### config.mk
export PLATFORM = sky130hd
export DESIGN_NAME = reg_clear_engine
export DESIGN_NICKNAME = d
export VERILOG_FILES = /design/src/rtl/rce_pkg.sv /design/src/rtl/rce_seq.sv /design/src/rtl/rce_run.sv /design/src/rtl/rce_mux.sv /design/src/rtl/reg_clear_engine.sv
export SDC_FILE = /design/constraint.sdc
export NUM_CORES = 1
export LEC_CHECK = 0
export BUFFER_PORTS_ARGS = -buffer_cell sky130_fd_sc_hd__buf_2
export CAP_MARGIN = 0
export CORE_MARGIN = 2
export CORE_UTILIZATION = 33
export CTS_CLUSTER_DIAMETER = 40
export CTS_CLUSTER_SIZE = 30
export DETAILED_ROUTE_END_ITERATION = 10
export SKIP_CTS_REPAIR_TIMING = 1
export SLEW_MARGIN = 10
export SYNTH_ARGS = -nofsm -noshare
export SYNTH_HDL_FRONTEND = slang
export SYNTH_SLANG_ARGS = --single-unit
export TNS_END_PERCENT = 5
### constraint.sdc
create_clock -name clk -period 2.25 [get_ports clk]
set_clock_uncertainty 0.1 [all_clocks]
set_input_delay 0.1125 -clock clk [delete_from_list [all_inputs] [get_ports clk]]
set_output_delay 0.1125 -clock clk [all_outputs]
set_load 0.01 [all_outputs]
### src/rtl/rce_pkg.sv
package rce_pkg;

    localparam int ADDR_W = 12;
    localparam int DATA_W = 16;

    typedef logic [ADDR_W-1:0] addr_t;
    typedef logic [DATA_W-1:0] data_t;

    typedef struct packed {
        addr_t lo;
        addr_t hi;
    } win_t;

    typedef struct packed {
        logic  we;
        addr_t addr;
        data_t data;
    } wr_t;

    typedef enum logic [1:0] {
        M_IDLE    = 2'd0,
        M_RESTORE = 2'd1,
        M_CLEAR   = 2'd2
    } mode_e;

    localparam int   N_RESTORE = 2;
    localparam win_t RESTORE_WIN [N_RESTORE] = '{
        '{lo: 12'h000, hi: 12'h0FF},
        '{lo: 12'h400, hi: 12'h5FF}
    };
    localparam win_t CLEAR_WIN = '{lo: 12'h200, hi: 12'h3FF};
    localparam addr_t BUF_BASE = 12'h800;

    function automatic logic in_win(addr_t a, win_t w);
        return (a >= w.lo) && (a <= w.hi);
    endfunction

endpackage

### src/rtl/rce_seq.sv
module rce_seq
    import rce_pkg::*;
(
    input  logic  clk,
    input  logic  rst,
    input  logic  start,
    output mode_e mode,
    output addr_t addr
);

    localparam int IW = (N_RESTORE > 1) ? $clog2(N_RESTORE) : 1;

    logic [IW-1:0] idx;
    logic [IW-1:0] idx_nx;
    logic          last_win;

    assign idx_nx   = idx + IW'(1);
    assign last_win = (idx == IW'(N_RESTORE - 1));

    always_ff @(posedge clk) begin
        if (rst) begin
            mode <= M_RESTORE;
            idx  <= '0;
            addr <= RESTORE_WIN[0].lo;
        end else begin
            case (mode)
                M_RESTORE: begin
                    if (addr == RESTORE_WIN[idx].hi) begin
                        if (last_win) begin
                            mode <= M_IDLE;
                        end else begin
                            idx  <= idx_nx;
                            addr <= RESTORE_WIN[idx_nx].lo;
                        end
                    end else begin
                        addr <= addr + ADDR_W'(1);
                    end
                end
                M_CLEAR: begin
                    if (addr == CLEAR_WIN.hi) begin
                        mode <= M_IDLE;
                    end else begin
                        addr <= addr + ADDR_W'(1);
                    end
                end
                default: begin
                    if (start) begin
                        mode <= M_CLEAR;
                        addr <= CLEAR_WIN.lo;
                    end
                end
            endcase
        end
    end

endmodule

### src/rtl/rce_run.sv
module rce_run
    import rce_pkg::*;
#(
    parameter addr_t RUN_ADDR  = 12'h680,
    parameter data_t RUN_START = 16'h0001
) (
    input  logic clk,
    input  logic rst,
    input  wr_t  acc,
    output logic start
);

    data_t run_q;
    logic  hit;

    assign hit   = acc.we && (acc.addr == RUN_ADDR);
    assign start = hit && (run_q == '0) && (acc.data == RUN_START);

    always_ff @(posedge clk) begin
        if (rst) begin
            run_q <= '0;
        end else if (hit) begin
            run_q <= acc.data;
        end
    end

endmodule

### src/rtl/rce_mux.sv
module rce_mux
    import rce_pkg::*;
(
    input  mode_e mode,
    input  addr_t eng_addr,
    input  data_t dflt,
    input  wr_t   req,
    output wr_t   port,
    output logic  ready
);

    always_comb begin
        ready = (mode == M_IDLE);
        case (mode)
            M_RESTORE: port = '{we: 1'b1, addr: eng_addr, data: dflt};
            M_CLEAR:   port = '{we: 1'b1, addr: eng_addr, data: '0};
            default:   port = req;
        endcase
    end

endmodule

### src/rtl/reg_clear_engine.sv
module reg_clear_engine
    import rce_pkg::*;
#(
    parameter addr_t RUN_ADDR  = 12'h680,
    parameter data_t RUN_START = 16'h0001
) (
    input  logic              clk,
    input  logic              rst,
    input  logic              host_we,
    input  logic [ADDR_W-1:0] host_addr,
    input  logic [DATA_W-1:0] host_wdata,
    output logic              host_ready,
    input  logic [DATA_W-1:0] dflt_data,
    output logic              rf_we,
    output logic [ADDR_W-1:0] rf_waddr,
    output logic [DATA_W-1:0] rf_wdata,
    output logic              busy
);

    mode_e mode;
    addr_t eng_addr;
    logic  start;
    logic  ready;
    wr_t   req;
    wr_t   acc;
    wr_t   port;

    assign req = '{we: host_we, addr: host_addr, data: host_wdata};
    assign acc = '{we: host_we && ready, addr: host_addr, data: host_wdata};

    rce_seq u_seq (
        .clk   (clk),
        .rst   (rst),
        .start (start),
        .mode  (mode),
        .addr  (eng_addr)
    );

    rce_run #(
        .RUN_ADDR  (RUN_ADDR),
        .RUN_START (RUN_START)
    ) u_run (
        .clk   (clk),
        .rst   (rst),
        .acc   (acc),
        .start (start)
    );

    rce_mux u_mux (
        .mode     (mode),
        .eng_addr (eng_addr),
        .dflt     (dflt_data),
        .req      (req),
        .port     (port),
        .ready    (ready)
    );

    assign host_ready = ready;
    assign rf_we      = port.we;
    assign rf_waddr   = port.addr;
    assign rf_wdata   = port.data;
    assign busy       = (mode != M_IDLE);

endmodule

==> results.json <==
{
  "synth_nets": 361,
  "firstDrtPassIters": 5,
  "max_freq_mhz": 487,
  "io_buffers": 77,
  "area_growth_pct": 27.3,
  "nets": 436,
  "wl_per_cell_microns": 13.2,
  "crit_chain": "inv_1 -> ha_1 -> nor2_1 -> buf_4 -> nor2b_2 -> nand2_1 -> o21ai_0 -> buf_2",
  "worstPathBufferInverterCount": 3,
  "antenna_found_initial": 0,
  "dp_hpwl_mm": 4.65,
  "start_util": 0.338,
  "end_kind": "output port",
  "grt_pass1_vias": 2163,
  "netlist_instances": 310,
  "core.rowCount": 29,
  "clkLatencyLatePin_ns": 0.28,
  "cp_max_fo": 13,
  "drive_gt1_frac": 0.301,
  "gp_congestion": 0.870,
  "synth_area_sq_mm": 0.00214,
  "clk_pin_slew_ns": 0.07,
  "power.density_mw_per_mm2": 439,
  "hold_violations": 0,
  "diodes": 0,
  "ys_top_cells_by_count": "nor2_1, nand2_1, dfxtp_1, inv_1, o21ai_0",
  "synth_edf_count": 0,
  "maxSlewViolCount": 0,
  "cts_tree": "done",
  "fillers": 699,
  "leakagePower_nw": 1.29,
  "grt_pass1_wl_mm": 10.4,
  "startpoint_type": "register",
  "vdd_ir_drop_max_v": 0.000189,
  "rr_worst_depth": 7,
  "setup_slack_ns": 0.195,
  "yosys.area.top_type": "dfxtp_1",
  "seq_area_frac_synth": 0.290,
  "drc": 0,
  "slowest_delay_ns": 0.32,
  "crit_start": "u_seq.mode[0]$_SDFFE_PP1P_",
  "hp-class": "in2reg",
  "slew_headroom": 0.585,
  "worstSetupEndpoint": "rf_waddr[6]",
  "wl_mm": 6.13,
  "num_io_pins": 78,
  "final_util": 0.431,
  "synth.distinct_cells": 54,
  "synth_top_cell_area_share": 0.290,
  "critPathKind": "reg2out",
  "critPathTopFamily": "buffers and inverters",
  "critical_path_required_ns": 2.04,
  "cts_max_level": 2,
  "place_ws_ns": 0.214,
  "rrSetupSlack_ns": 0.20,
  "yosysWarnings": 0,
  "overflow": 0,
  "coreArea_sq_mm": 0.00631,
  "drtIter0Drc": 141,
  "grt_max_degree": 33,
  "avgSynthCellArea_sq_um": 6.89,
  "synthArstFlopShare": 0,
  "status": "finished, final reports clean",
  "ys_ff_latch": 31,
  "yosys-top-cells-area": "dfxtp_1, nor2_1, o21ai_0",
  "worst_pin_slew_ns": 0.623,
  "cts.sinks": 31,
  "dieHeight_microns": 84.5,
  "rr_startpoint": "u_seq.mode[0]$_SDFFE_PP1P_",
  "avgViaCountPerCell": 5.13,
  "post-route-period-util": 0.913,
  "vias": 2376,
  "dieArea_sq_mm": 0.00714,
  "cp.depth": 8,
  "slowest_stage": "dfxtp_1",
  "clk_path_buf_depth": 2,
  "clockRootBuffer": "clkbuf_8",
  "cap_violations": 0,
  "cts_buffers": 5,
  "crit_arrival_ns": 1.84,
  "setup_viol": 0,
  "r2r_end": "u_seq.mode[1]$_SDFFE_PP0P_",
  "grt_use_total": 0.178,
  "synth.most_common_cell": "nor2_1",
  "die_x_microns": 84.5,
  "drtAntennaViolNets": 0,
  "synthFlopType": "dfxtp_1",
  "period_needed_ns": 2.05
}
[worst register-to-register path, delay by kind of cell (launching register included)]
| kind | cells | cell delay, ns |
|---|---|---|
| simple gates | 3 | 0.70 |
| compound gates | 2 | 0.50 |
| flops | 1 | 0.32 |
| buf+inv | 1 | 0.09 |
| fa+ha+maj | 1 | 0.20 |
[layout make-up]
class | instances | area (sq um) | share of cell area
inverter | 31 | 116 | 0.0428
tap | 77 | 96.3 | 0.0354
timing repair buffer | 90 | 483 | 0.177
sequential | 31 | 621 | 0.228
clock buffer | 7 | 96.3 | 0.0354
clock inverter | 1 | 7.51 | 0.00276
multi-input combinational | 226 | 1300 | 0.478
[per-layer routing]
layer,wire length (microns),up-vias,global-route usage
met5,0,-,0
met4,80,0,0.0491
met3,372,7,0.0374
met2,2690,80,0.281
met1,2990,1062,0.248
li1,-,1227,-
[worst min path at each step]
| stage | start | to | slack [ns] | depth (start not counted) |
|---|---|---|---|---|
| after floorplan | rst | u_seq.addr[9]$_SDFFE_PP0P_ | 0.20 | 2 |
| after global placement | u_run.run_q[1]$_SDFFE_PP0P_ | u_run.run_q[1]$_SDFFE_PP0P_ | 0.37 | 2 |
| after detailed placement | u_run.run_q[0]$_SDFFE_PP0P_ | u_run.run_q[0]$_SDFFE_PP0P_ | 0.37 | 2 |
| after CTS | host_wdata[0] | u_run.run_q[0]$_SDFFE_PP0P_ | 0.09 | 5 |
| after global routing | host_wdata[5] | u_run.run_q[5]$_SDFFE_PP0P_ | 0.11 | 5 |
| final | host_wdata[15] | u_run.run_q[15]$_SDFFE_PP0P_ | 0.1 | 5 |
[flip-flops by register name (all words and copies together), names as in the netlist]
name         count
u_seq.idx        1
u_seq.mode       2
u_run.run_q     16
u_seq.addr      12
[placed cells by master (no fill, tap or decap), drive strengths merged, types with 2 or more instances in the layout]
cell / Yosys / final
dfxtp: 31 / 31
inv: 31 / 31
nor4: 8 / 8
o21ai: 30 / 30
o31ai: 3 / 3
clkbuf: 15 / 7
a21oi: 22 / 22
nor3: 5 / 5
nand3: 14 / 14
o22ai: 9 / 9
nor2b: 2 / 2
nand3b: 3 / 3
o21bai: 2 / 2
a211oi: 3 / 3
nor2: 44 / 44
nand2: 34 / 34
or2: 2 / 2
nand4b: 2 / 2
nor4b: 2 / 2
a31oi: 9 / 9
and3: 6 / 6
buf: 7 / 90
nand4: 5 / 5
ha: 4 / 4
[logic make-up after synthesis]
group	count (synthesis)	synth area share
simple gates	133	0.324
fa+ha+maj	4	0.0234
mux	1	0.00527
compound gates	87	0.251
xor+xnor	1	0.00410
flops	31	0.290
buf+inv	53	0.102
[metrics by stage]
| step | cell area (sq um) | power [W] | TNS (ns) | hold slack [ns] | instances |
|---|---|---|---|---|---|
| after floorplan | 2140 | 0.000632 | 0 | 0.196 | 310 |
| after global routing | 2720 | 0.00126 | -0.00550 | 0.115 | 463 |
| after detailed placement | 2620 | 0.000710 | 0 | 0.374 | 455 |
| after CTS | 2720 | 0.00121 | 0 | 0.0935 | 463 |
| final | 2720 | 0.00119 | 0 | 0.0965 | 463 |
| after global placement | 2620 | 0.000710 | 0 | 0.366 | 455 |
[where the power goes]
group          internal (W)  leakage, nW  switching (W)
combinational     0.0000655        0.992      0.0000733
sequential         0.000553        0.250     0.00000541
clock              0.000278       0.0505       0.000219
total              0.000897         1.29       0.000298
Power figures use the tool's default switching activity.
